$ cat config.mk
export PLATFORM = sky130hd
export DESIGN_NAME = byte_word_bridge
export DESIGN_NICKNAME = d
export VERILOG_FILES = /design/src/rtl/bw_pkg.sv /design/src/rtl/bw_decode.sv /design/src/rtl/bw_word_pair.sv /design/src/rtl/bw_cmd_issue.sv /design/src/rtl/bw_pix_port.sv /design/src/rtl/bw_read_mux.sv /design/src/rtl/byte_word_bridge.sv
export SDC_FILE = /design/constraint.sdc
export NUM_CORES = 1
export LEC_CHECK = 0
export ABC_AREA = 1
export BUFFER_PORTS_ARGS = -buffer_cell sky130_fd_sc_hd__buf_2
export CORE_MARGIN = 2
export CORE_UTILIZATION = 40
export CTS_CLUSTER_SIZE = 40
export DETAILED_ROUTE_END_ITERATION = 8
export GPL_TIMING_DRIVEN = 1
export PLACE_DENSITY = 0.72
export REMOVE_ABC_BUFFERS = 1
export SETUP_SLACK_MARGIN = 0.2
export SYNTH_ARGS = -nofsm -noshare
export SYNTH_HDL_FRONTEND = slang
export SYNTH_HIERARCHICAL = 1
export SYNTH_SLANG_ARGS = --single-unit
$ cat constraint.sdc
create_clock -name clk -period 2.95 [get_ports clk]
set_clock_uncertainty 0.05 [all_clocks]
set_input_delay 0.59 -clock clk [delete_from_list [all_inputs] [get_ports clk]]
set_output_delay 0.59 -clock clk [all_outputs]
set_load 0.05 [all_outputs]
$ cat src/rtl/bw_pkg.sv
package bw_pkg;

   typedef enum logic [2:0] {
      ACC_NONE = 3'd0,
      ACC_REG  = 3'd1,
      ACC_CMD  = 3'd2,
      ACC_PIX  = 3'd3,
      ACC_STAT = 3'd4
   } acc_e;

   typedef enum logic [1:0] {
      IMG_IDLE = 2'd0,
      IMG_WR   = 2'd1,
      IMG_RD   = 2'd2
   } img_mode_e;

   localparam int BYTE_W = 8;
   localparam int WORD_W = 2 * BYTE_W;

endpackage

$ cat src/rtl/bw_decode.sv
module bw_decode
   import bw_pkg::*;
#(
   parameter int ADDR_W   = 8,
   parameter int CMD_BASE = 7'h40,
   parameter int PORT_WD  = 7'h7E,
   parameter int STAT_WD  = 7'h7F
) (
   input  logic [ADDR_W-1:0] byte_addr,
   output acc_e              kind,
   output logic              is_low,
   output logic [ADDR_W-2:0] waddr
);
   localparam int WA_W = ADDR_W - 1;
   localparam logic [WA_W-1:0] CMD_LO = WA_W'(CMD_BASE);
   localparam logic [WA_W-1:0] PORT_W = WA_W'(PORT_WD);
   localparam logic [WA_W-1:0] STAT_W = WA_W'(STAT_WD);

   assign waddr  = byte_addr[ADDR_W-1:1];
   assign is_low = byte_addr[0];

   always_comb begin
      if (waddr == STAT_W)
         kind = ACC_STAT;
      else if (waddr == PORT_W)
         kind = is_low ? ACC_PIX : ACC_NONE;
      else if (waddr < CMD_LO)
         kind = ACC_REG;
      else if (waddr < PORT_W)
         kind = ACC_CMD;
      else
         kind = ACC_NONE;
   end
endmodule

$ cat src/rtl/bw_word_pair.sv
module bw_word_pair #(
   parameter int WA_W = 7,
   parameter int B_W  = 8
) (
   input  logic              clk,
   input  logic              rst,
   input  logic              wr_hit,
   input  logic              is_low,
   input  logic [WA_W-1:0]   waddr,
   input  logic [B_W-1:0]    wr_data,
   output logic              reg_wr,
   output logic [WA_W-1:0]   reg_waddr,
   output logic [2*B_W-1:0]  reg_wdata
);
   logic            pend_v;
   logic [WA_W-1:0] pend_a;
   logic [B_W-1:0]  pend_d;

   always_ff @(posedge clk) begin
      if (rst) begin
         pend_v    <= 1'b0;
         pend_a    <= '0;
         pend_d    <= '0;
         reg_wr    <= 1'b0;
         reg_waddr <= '0;
         reg_wdata <= '0;
      end else begin
         reg_wr <= 1'b0;
         if (wr_hit) begin
            if (!is_low) begin
               pend_v <= 1'b1;
               pend_a <= waddr;
               pend_d <= wr_data;
            end else begin
               pend_v <= 1'b0;
               if (pend_v && (pend_a == waddr)) begin
                  reg_wr    <= 1'b1;
                  reg_waddr <= waddr;
                  reg_wdata <= {pend_d, wr_data};
               end
            end
         end
      end
   end
endmodule

$ cat src/rtl/bw_cmd_issue.sv
module bw_cmd_issue #(
   parameter int WA_W = 7,
   parameter int B_W  = 8
) (
   input  logic            clk,
   input  logic            rst,
   input  logic            wr_hit,
   input  logic            is_low,
   input  logic [WA_W-1:0] waddr,
   input  logic [B_W-1:0]  wr_data,
   output logic            fire,
   output logic            cmd_stb,
   output logic [WA_W-1:0] cmd_code
);
   assign fire = wr_hit && !is_low && (wr_data == '0);

   always_ff @(posedge clk) begin
      if (rst) begin
         cmd_stb  <= 1'b0;
         cmd_code <= '0;
      end else begin
         cmd_stb <= fire;
         if (fire) cmd_code <= waddr;
      end
   end
endmodule

$ cat src/rtl/bw_pix_port.sv
module bw_pix_port
   import bw_pkg::*;
#(
   parameter int WA_W      = 7,
   parameter int B_W       = 8,
   parameter int CMD_IMG_WR = 7'h41,
   parameter int CMD_IMG_RD = 7'h42
) (
   input  logic             clk,
   input  logic             rst,
   input  logic             cmd_fire,
   input  logic [WA_W-1:0]  cmd_word,
   input  logic             wr_hit,
   input  logic             rd_hit,
   input  logic [B_W-1:0]   wr_data,
   input  logic [2*B_W-1:0] pix_rdata,
   output logic [B_W-1:0]   rd_byte,
   output logic             pix_push,
   output logic [2*B_W-1:0] pix_wdata,
   output logic             pix_pull
);
   localparam logic [WA_W-1:0] IW = WA_W'(CMD_IMG_WR);
   localparam logic [WA_W-1:0] IR = WA_W'(CMD_IMG_RD);

   img_mode_e        mode;
   logic             phase;
   logic [B_W-1:0]   hold;
   logic [2*B_W-1:0] latch;

   always_comb begin
      if (mode != IMG_RD)
         rd_byte = '0;
      else if (phase)
         rd_byte = latch[B_W-1:0];
      else
         rd_byte = pix_rdata[2*B_W-1:B_W];
   end

   always_ff @(posedge clk) begin
      if (rst) begin
         mode      <= IMG_IDLE;
         phase     <= 1'b0;
         hold      <= '0;
         latch     <= '0;
         pix_push  <= 1'b0;
         pix_pull  <= 1'b0;
         pix_wdata <= '0;
      end else begin
         pix_push <= 1'b0;
         pix_pull <= 1'b0;
         if (cmd_fire) begin
            if (cmd_word == IW) begin
               mode  <= IMG_WR;
               phase <= 1'b0;
            end else if (cmd_word == IR) begin
               mode  <= IMG_RD;
               phase <= 1'b0;
            end
         end else if (wr_hit && mode == IMG_WR) begin
            if (!phase) begin
               hold  <= wr_data;
               phase <= 1'b1;
            end else begin
               pix_push  <= 1'b1;
               pix_wdata <= {hold, wr_data};
               phase     <= 1'b0;
            end
         end else if (rd_hit && mode == IMG_RD) begin
            if (!phase) begin
               latch <= pix_rdata;
               phase <= 1'b1;
            end else begin
               pix_pull <= 1'b1;
               phase    <= 1'b0;
            end
         end
      end
   end
endmodule

$ cat src/rtl/bw_read_mux.sv
module bw_read_mux
   import bw_pkg::*;
#(
   parameter int B_W = 8
) (
   input  logic             clk,
   input  logic             rst,
   input  logic             rd_stb,
   input  acc_e             kind,
   input  logic             is_low,
   input  logic [2*B_W-1:0] reg_rdata,
   input  logic [2*B_W-1:0] status_word,
   input  logic [B_W-1:0]   pix_byte,
   output logic             rd_valid,
   output logic [B_W-1:0]   rd_data
);
   logic [2*B_W-1:0] word_sel;
   logic [B_W-1:0]   byte_sel;

   always_comb begin
      case (kind)
         ACC_REG:  word_sel = reg_rdata;
         ACC_STAT: word_sel = status_word;
         default:  word_sel = '0;
      endcase
      if (kind == ACC_PIX)
         byte_sel = pix_byte;
      else
         byte_sel = is_low ? word_sel[B_W-1:0] : word_sel[2*B_W-1:B_W];
   end

   always_ff @(posedge clk) begin
      if (rst) begin
         rd_valid <= 1'b0;
         rd_data  <= '0;
      end else begin
         rd_valid <= rd_stb;
         if (rd_stb) rd_data <= byte_sel;
      end
   end
endmodule

$ cat src/rtl/byte_word_bridge.sv
module byte_word_bridge
   import bw_pkg::*;
#(
   parameter int ADDR_W     = 8,
   parameter int CMD_BASE   = 7'h40,
   parameter int CMD_IMG_WR = 7'h41,
   parameter int CMD_IMG_RD = 7'h42
) (
   input  logic              clk,
   input  logic              rst,
   input  logic              wr_stb,
   input  logic              rd_stb,
   input  logic [ADDR_W-1:0] byte_addr,
   input  logic [7:0]        wr_data,
   output logic [7:0]        rd_data,
   output logic              rd_valid,
   output logic [ADDR_W-2:0] reg_raddr,
   input  logic [15:0]       reg_rdata,
   output logic              reg_wr,
   output logic [ADDR_W-2:0] reg_waddr,
   output logic [15:0]       reg_wdata,
   output logic              cmd_stb,
   output logic [ADDR_W-2:0] cmd_code,
   output logic              pix_push,
   output logic [15:0]       pix_wdata,
   output logic              pix_pull,
   input  logic [15:0]       pix_rdata,
   input  logic [15:0]       status_word
);
   localparam int WA_W    = ADDR_W - 1;
   localparam int TOP_WD  = (1 << WA_W) - 1;
   localparam int STAT_WD = TOP_WD;
   localparam int PORT_WD = TOP_WD - 1;

   if (ADDR_W < 4) begin : g_bad_addr
      $error("ADDR_W too small");
   end
   if (CMD_BASE < 1 || CMD_BASE >= PORT_WD) begin : g_bad_base
      $error("CMD_BASE outside register space");
   end
   if (CMD_IMG_WR < CMD_BASE || CMD_IMG_WR >= PORT_WD ||
       CMD_IMG_RD < CMD_BASE || CMD_IMG_RD >= PORT_WD ||
       CMD_IMG_WR == CMD_IMG_RD) begin : g_bad_img
      $error("image command words must be distinct command words");
   end

   acc_e            kind;
   logic            is_low;
   logic [WA_W-1:0] waddr;
   logic            fire;
   logic [7:0]      pix_byte;

   bw_decode #(
      .ADDR_W(ADDR_W), .CMD_BASE(CMD_BASE),
      .PORT_WD(PORT_WD), .STAT_WD(STAT_WD)
   ) u_dec (
      .byte_addr(byte_addr), .kind(kind), .is_low(is_low), .waddr(waddr)
   );

   assign reg_raddr = waddr;

   bw_word_pair #(.WA_W(WA_W), .B_W(BYTE_W)) u_pair (
      .clk(clk), .rst(rst),
      .wr_hit(wr_stb && kind == ACC_REG), .is_low(is_low),
      .waddr(waddr), .wr_data(wr_data),
      .reg_wr(reg_wr), .reg_waddr(reg_waddr), .reg_wdata(reg_wdata)
   );

   bw_cmd_issue #(.WA_W(WA_W), .B_W(BYTE_W)) u_cmd (
      .clk(clk), .rst(rst),
      .wr_hit(wr_stb && kind == ACC_CMD), .is_low(is_low),
      .waddr(waddr), .wr_data(wr_data),
      .fire(fire), .cmd_stb(cmd_stb), .cmd_code(cmd_code)
   );

   bw_pix_port #(
      .WA_W(WA_W), .B_W(BYTE_W),
      .CMD_IMG_WR(CMD_IMG_WR), .CMD_IMG_RD(CMD_IMG_RD)
   ) u_pix (
      .clk(clk), .rst(rst),
      .cmd_fire(fire), .cmd_word(waddr),
      .wr_hit(wr_stb && kind == ACC_PIX),
      .rd_hit(rd_stb && kind == ACC_PIX),
      .wr_data(wr_data), .pix_rdata(pix_rdata),
      .rd_byte(pix_byte),
      .pix_push(pix_push), .pix_wdata(pix_wdata), .pix_pull(pix_pull)
   );

   bw_read_mux #(.B_W(BYTE_W)) u_rd (
      .clk(clk), .rst(rst), .rd_stb(rd_stb),
      .kind(kind), .is_low(is_low),
      .reg_rdata(reg_rdata), .status_word(status_word), .pix_byte(pix_byte),
      .rd_valid(rd_valid), .rd_data(rd_data)
   );
endmodule

==> metrics.md, run 1 <==
| Metric | Value |
|---|---|
| N_diodes | `0` |
| Mapped cell area | `4670 um^2` |
| Most common library cells after synthesis | `nor2_1, nand2_1, dfxtp_1` |
| Routability-driven placement congestion ratio | `0.866` |
| Synth area leaders | `dfxtp_1, nor2_1, nand2_1` |
| # fillers | `1221` |
| H-tree depth | `3` |
| Final Worst Setup Slack | `0.743 ns` |
| Num CTS Buffers | `9` |
| Final cell count without fillers | `962` |
| Worst-path clk slew | `0.07 ns` |
| Yosys warns | `6` |
| Drt drc | `0` |
| Final Hold Fails | `0` |
| Detailed-placement wirelength estimate | `8.16 mm` |
| Cell count after placement | `946` |
| Outcome | `finished clean` |
| Core region area | `11400 um^2` |
| Root buf cell | `clkbuf_16` |
| Crit-path slowest cell | `o21ai_0` |
| CTS tree | `done` |
| Most instantiated library cell after synthesis | `nor2_1` |
| Routed WL | `11.2 mm` |
| CTS Buffer Depth | `2` |
| Slew @ Worst Pin | `0.779 ns` |
| Worst vdd ir | `0.348 mV` |
| Hold bufs inserted after CTS | `0` |
| Final instance area | `5670 um^2` |
| CP Cell Sequence | `buf_2 -> nand3_1 -> o21ai_2 -> nand2_1 -> inv_1 -> buf_4 -> nand2_1 -> nor2_1 -> nand3_2 -> clkinv_2 -> nand3_4 -> o21ai_0 -> nor2_2` |
| Post-CTS Setup Repair Bufs | `0` |
| Hold WS | `0.412 ns` |
| Gate power share | `10.1%` |
| Place WS | `0.378 ns` |
| Count of flip-flops with a built-in enable after synthesis | `0` |
| Worst Hold Depth | `2` |
| Post-synthesis mux area share | `0%` |
| Final worst path period need | `2.21 ns` |
| Vias in the first global route | `4137` |
| Total grt overflow | `0` |
| CTS resizes | `0` |
| Post-DRT Antenna Nets | `0` |
| # setup viols final | `0` |
| Clk_lat worst skew | `0.34 ns` |
| Critical Path AT | `2.38 ns` |
| Post-synthesis compound-gate area fraction | `9.45%` |
| Hold Crit Class | `reg2reg` |
| WL per Instance | `11.6 um` |
| GR Util All Layers | `17.9%` |
| Initial antenna violation count | `0` |
| Main combinational cell family by area after synthesis | `simple AND/OR/NAND/NOR gates` |
| Mapped Avg Cell Area | `6.73 um^2` |
| Worst R2R End | `u_pair/reg_wdata[5]` |
| Sequential Power Share | `44.8%` |
| Largest net degree at the start of global routing | `39` |
| Area added between synthesis and finish | `21.3%` |
| Crit Path Class | `in2reg` |
| DR iter-0 viols | `193` |
| Placement Cell Area | `5330 um^2` |
| Register area share after synthesis | `40.3%` |
| Final worst-path cycle share | `74.8%` |
| R2R depth | `8` |
| Final Power | `0.00288 W` |
| Post-Synth Adder-Cell Area | `0%` |
| Required time of the critical path | `3.13 ns` |
| Startpoint Class | `input pin` |
| Max-slew headroom | `48.0%` |
| Sw Ratio | `24.5%` |
| # IOs | `134` |
| Hold_sp | `u_rd/rd_data[4]` |
| Final slew viol count | `0` |
| Clock sink count | `94` |
| Starting density of the core | `40.9%` |
| Die H | `112 um` |
| Setup crit end kind | `register` |
| Yosys reg bits | `94` |
| Clock share of power | `45.1%` |
| Post-Synth XOR/XNOR Area | `0.187%` |
| Pwr/cell area | `508 nW/um^2` |
| Cell Rows | `39` |
| Worst-path fanout max | `18` |
| Layout cell share with drive strength beyond 1 | `24.2%` |
| Crit path top cell by count | `nand2_1` |
| Gate Count Post-Synth | `695` |
| Synth Flop Type | `dfxtp_1` |
| Average vias per placed instance | `4.68` |
| Maximum clock rate | `0.453 GHz` |
| Global-route wire length before repair | `18.7 mm` |
| Max stage delay on crit path | `0.31 ns` |
| Post-Synth Simple-Gate Area | `37.9%` |
| Switching pwr | `0.000706 W` |
| Distinct cells, synth | `31` |
| Worst r2r src | `u_pair/pend_a[0]` |
| Leak | `2.76 nW` |
| Unrepaired setup endpoints after global routing | `false` |
| Internal | `0.00218 W` |
| Final #Nets | `882` |
| Die ar. | `12600 um^2` |
| Die width | `112 um` |
| Synth top area share | `40.3%` |
| Max Cap Violations | `0` |
| Buffers on Ports | `133` |
| 1st-pass router iterations | `5` |
| Flop2flop setup slack | `1.40 ns` |
| WHS Endpoint | `u_rd/rd_data[4]` |
| Async SR Flop Fraction | `0%` |
| DR vias | `4499` |
| Largest area contributor in the netlist | `dfxtp_1` |
## worst max-delay path, delay by kind of cell
kind / cells / cell delay, ns
buf+inv: 4 / 0.57
simple gates: 7 / 0.78
compound gates: 2 / 0.45
## final cells by class
class | count | area [um^2] | area share (%)
clock buffer | 11 | 253 | 4.46
timing repair buffer | 142 | 733 | 12.9
clock inverter | 5 | 86.3 | 1.52
inverter | 82 | 314 | 5.54
multi-input combinational | 485 | 2220 | 39.2
tap | 143 | 179 | 3.15
sequential | 94 | 1880 | 33.2
## per-stage QoR
step           TNS, ns  util [%]
3_3_place_gp         0      46.7
6_report             0      49.7
3_5_place_dp         0      46.7
2_1_floorplan   -0.866         -
4_1_cts              0      49.7
5_1_grt              0      49.7
## sequential cells by signal (all words and copies together), names as in the netlist, 2 cells and up
signal	cells
u_pix/latch	8
u_pix/hold	8
u_pix/pix_wdata	16
u_pix/mode	2
u_pair/reg_waddr	7
u_pair/reg_wdata	16
u_pair/pend_d	8
u_rd/rd_data	8
u_pair/pend_a	7
u_cmd/cmd_code	7
## worst max path at each step
stage,from,to,cells after the start
final,byte_addr[3],u_pix/pix_wdata[12],13
after floorplan,byte_addr[5],u_pix/latch[0],17
after global routing,byte_addr[2],u_pair/reg_wdata[5],13
after detailed placement,byte_addr[3],u_pair/reg_wdata[0],13
after global placement,byte_addr[3],u_pix/phase,19
after CTS,byte_addr[3],u_pair/reg_wdata[5],13
## per-layer routing
metal	vias to the layer above	GRT usage [%]	share of wire, %
met5	-	0	0
met4	0	3.50	0.63
met3	8	5.94	6.1
met2	128	29.3	47
met1	1937	23.3	47
li1	2426	-	-
## power by group through the flow
stage	sequential (W)	combinational, W	clock [W]
final	0.00129	0.000291	0.00130
after global routing	0.00129	0.000325	0.00140
after CTS	0.00129	0.000292	0.00134
after detailed placement	0.00132	0.000291	0
after global placement	0.00132	0.000290	0
after floorplan	0.00134	0.000131	0
## cell usage in the layout (no fill, tap or decap), drive strengths merged
cell type,n
nor2,168
nand2,144
buf,142
dfxtp,94
inv,84
nand3,67
o21ai,56
a21oi,30
nand4,14
clkbuf,11
nor3,4
bufinv,2
xnor2,1
clkinv,1
nor4,1
## logic make-up (layout without fill, tap and decap cells)
kind of cell / after synthesis / in the layout
and+or+nand+nor: 398 / 398
DFF: 94 / 94
xor gates and xnor gates: 1 / 1
AOI/OAI and AO/OA: 86 / 86
buffers and inverters: 116 / 240
Power figures use the tool's default switching activity.
==> run 2, diff against run 1 <==
- clock period: 2.95 -> 2.2 ns (I/O delays scaled with it)
==> run 2 against run 1 <==
Compared with the run above:
- worst hold slack worse by 0.15 ns
- combinational power up 55%
- clock power up 22%
- sequential cell count unchanged
- critical path type unchanged
- critical endpoint is now u_pix/phase
- highest routed layer unchanged
==> metrics.md, run 2 (synthesis results as in run 1) <==
| Metric | Value |
|---|---|
| Buffers on Ports | `133` |
| Setup tns final | `0 ns` |
| # fillers | `1141` |
| Num CTS Buffers | `9` |
| Worst-path fanout max | `4` |
| Startpoint Class | `input pin` |
| Initial antenna violation count | `0` |
| Die width | `112 um` |
| Layout cell share with drive strength beyond 1 | `31.5%` |
| Worst vdd ir | `0.557 mV` |
| FF/Latch Area | `1880 um^2` |
| Required time of the critical path | `2.38 ns` |
| Most frequent cells in the layout | `nor2_1, nand2_1, buf_2` |
| Fin util | `54.4%` |
| Vias in the first global route | `4231` |
| Die ar. | `12600 um^2` |
| Core region area | `11400 um^2` |
| H-tree depth | `3` |
| Starting density of the core | `40.9%` |
| Cell Rows | `39` |
| Unrepaired setup endpoints after global routing | `true` |
| Max-slew headroom | `62.5%` |
| Final worst path period need | `1.88 ns` |
| Hold WS | `0.265 ns` |
| Final cell count without fillers | `998` |
| Crit-path slowest cell | `nor2_4` |
| Pwr/cell area | `608 nW/um^2` |
| N_diodes | `0` |
| Hold Crit Class | `in2reg` |
| Setup crit end kind | `register` |
| Clock sink count | `94` |
| # setup viols final | `0` |
| Leak | `2.97 nW` |
| DR iter-0 viols | `273` |
| GR Util All Layers | `18.8%` |
| Final #Nets | `919` |
| Outcome | `finished clean` |
| Final worst-path cycle share | `85.4%` |
| Average vias per placed instance | `4.75` |
| Total grt overflow | `0` |
| Routability-driven placement congestion ratio | `0.842` |
| CTS Buffer Depth | `2` |
| Die H | `112 um` |
| DR vias | `4738` |
| WL per Instance | `12.2 um` |
| Final Hold Fails | `0` |
| Most common cell after layout, fill and taps aside | `nor2_1` |
| 1st-pass router iterations | `4` |
| Detailed-placement wirelength estimate | `8.71 mm` |
| Cell count after placement | `970` |
| Clk_lat worst skew | `0.34 ns` |
| Maximum clock rate | `0.533 GHz` |
| Routed WL | `12.2 mm` |
| CTS tree | `done` |
| Max stage delay on crit path | `0.20 ns` |
| Final Power | `0.00377 W` |
| Global-route wire length before repair | `19.6 mm` |
| CP Cell Sequence | `buf_8 -> nand2_4 -> nor2_4 -> nand3_2 -> nand2_2 -> inv_2 -> inv_2 -> nand2_1 -> nor2_2 -> inv_2 -> nor2_4 -> nand3_2 -> nor2_4 -> buf_6 -> nand3_4 -> nand2_2 -> nand2_2 -> nand3_2 -> a21oi_2` |
| Critical Path AT | `2.06 ns` |
| Area added between synthesis and finish | `32.8%` |
| Worst-path clk slew | `0.06 ns` |
| Largest net degree at the start of global routing | `31` |
| Root buf cell | `clkbuf_16` |
| Final slew viol count | `0` |
| Area of the multi-input gates | `2380 um^2` |
| Post-DRT Antenna Nets | `0` |
| # IOs | `134` |
| CP delay by family, top | `simple AND/OR/NAND/NOR gates` |
| Biggest regs | `u_pair/reg_wdata (16), u_pix/pix_wdata (16)` |
| Slew @ Worst Pin | `0.562 ns` |
| WP buf/inv | `5` |
| Max Cap Violations | `0` |
| Crit Path Class | `in2reg` |
| Hold bufs inserted after CTS | `0` |
| Drt drc | `0` |
run 2: layout make-up:
class,count,share of cell area (%)
multi-input combinational,487,38.3
tap,143,2.88
inverter,82,5.26
clock inverter,4,0.907
sequential,94,30.3
clock buffer,11,4.07
timing repair buffer,177,18.3
run 2: per-layer routing:
metal | part of all wire, % | global-route usage [%] | wire length [um]
met4 | 1.4 | 4.23 | 172
met5 | 0 | 0 | 0
met3 | 6.2 | 5.62 | 753
met1 | 44 | 23.8 | 5410
met2 | 48 | 31.9 | 5880
run 2: path summary, 6_finish.rpt:
kind / start / to / slack (ns) / depth (start not counted)
worst max-delay path: byte_addr[4] / u_pix/phase / 0.32 / 19
worst min-delay path: pix_rdata[2] / u_pix/latch[2] / 0.26 / 3
worst max register to register: u_pix/phase / u_pix/pix_wdata[7] / 0.69 / 4
worst min register to register: u_rd/rd_data[3] / u_rd/rd_data[3] / 0.42 / 2
run 2: what timing repair did:
action | CTS | global route
buffers inserted | 0 | 10
resized for setup | 0 | 80
setup endpoints to repair | 0 | 60
run 2: power by group:
group	internal, W	switching, W	leakage [nW]	total [W]
Sequential	0.00172	0.0000117	0.760	0.00173
Combinational	0.000167	0.000285	2.05	0.000452
Clock	0.000942	0.000644	0.152	0.00159
run 2: worst reg2reg max path: stages, from the launching register on:
cell and delay [ns]:
dfxtp_1 0.68, nand3_4 0.27, buf_6 0.19, o21ai_0 0.17, nor2_1 0.06
run 2: stage by stage:
stage          instance area (um^2)  setup WS, ns
2_1_floorplan                  4420        -0.654
4_1_cts                        5880         0.219
3_3_place_gp                   5580       -0.0744
6_report                       6210         0.322
3_5_place_dp                   5580        -0.133
5_1_grt                        6210         0.152
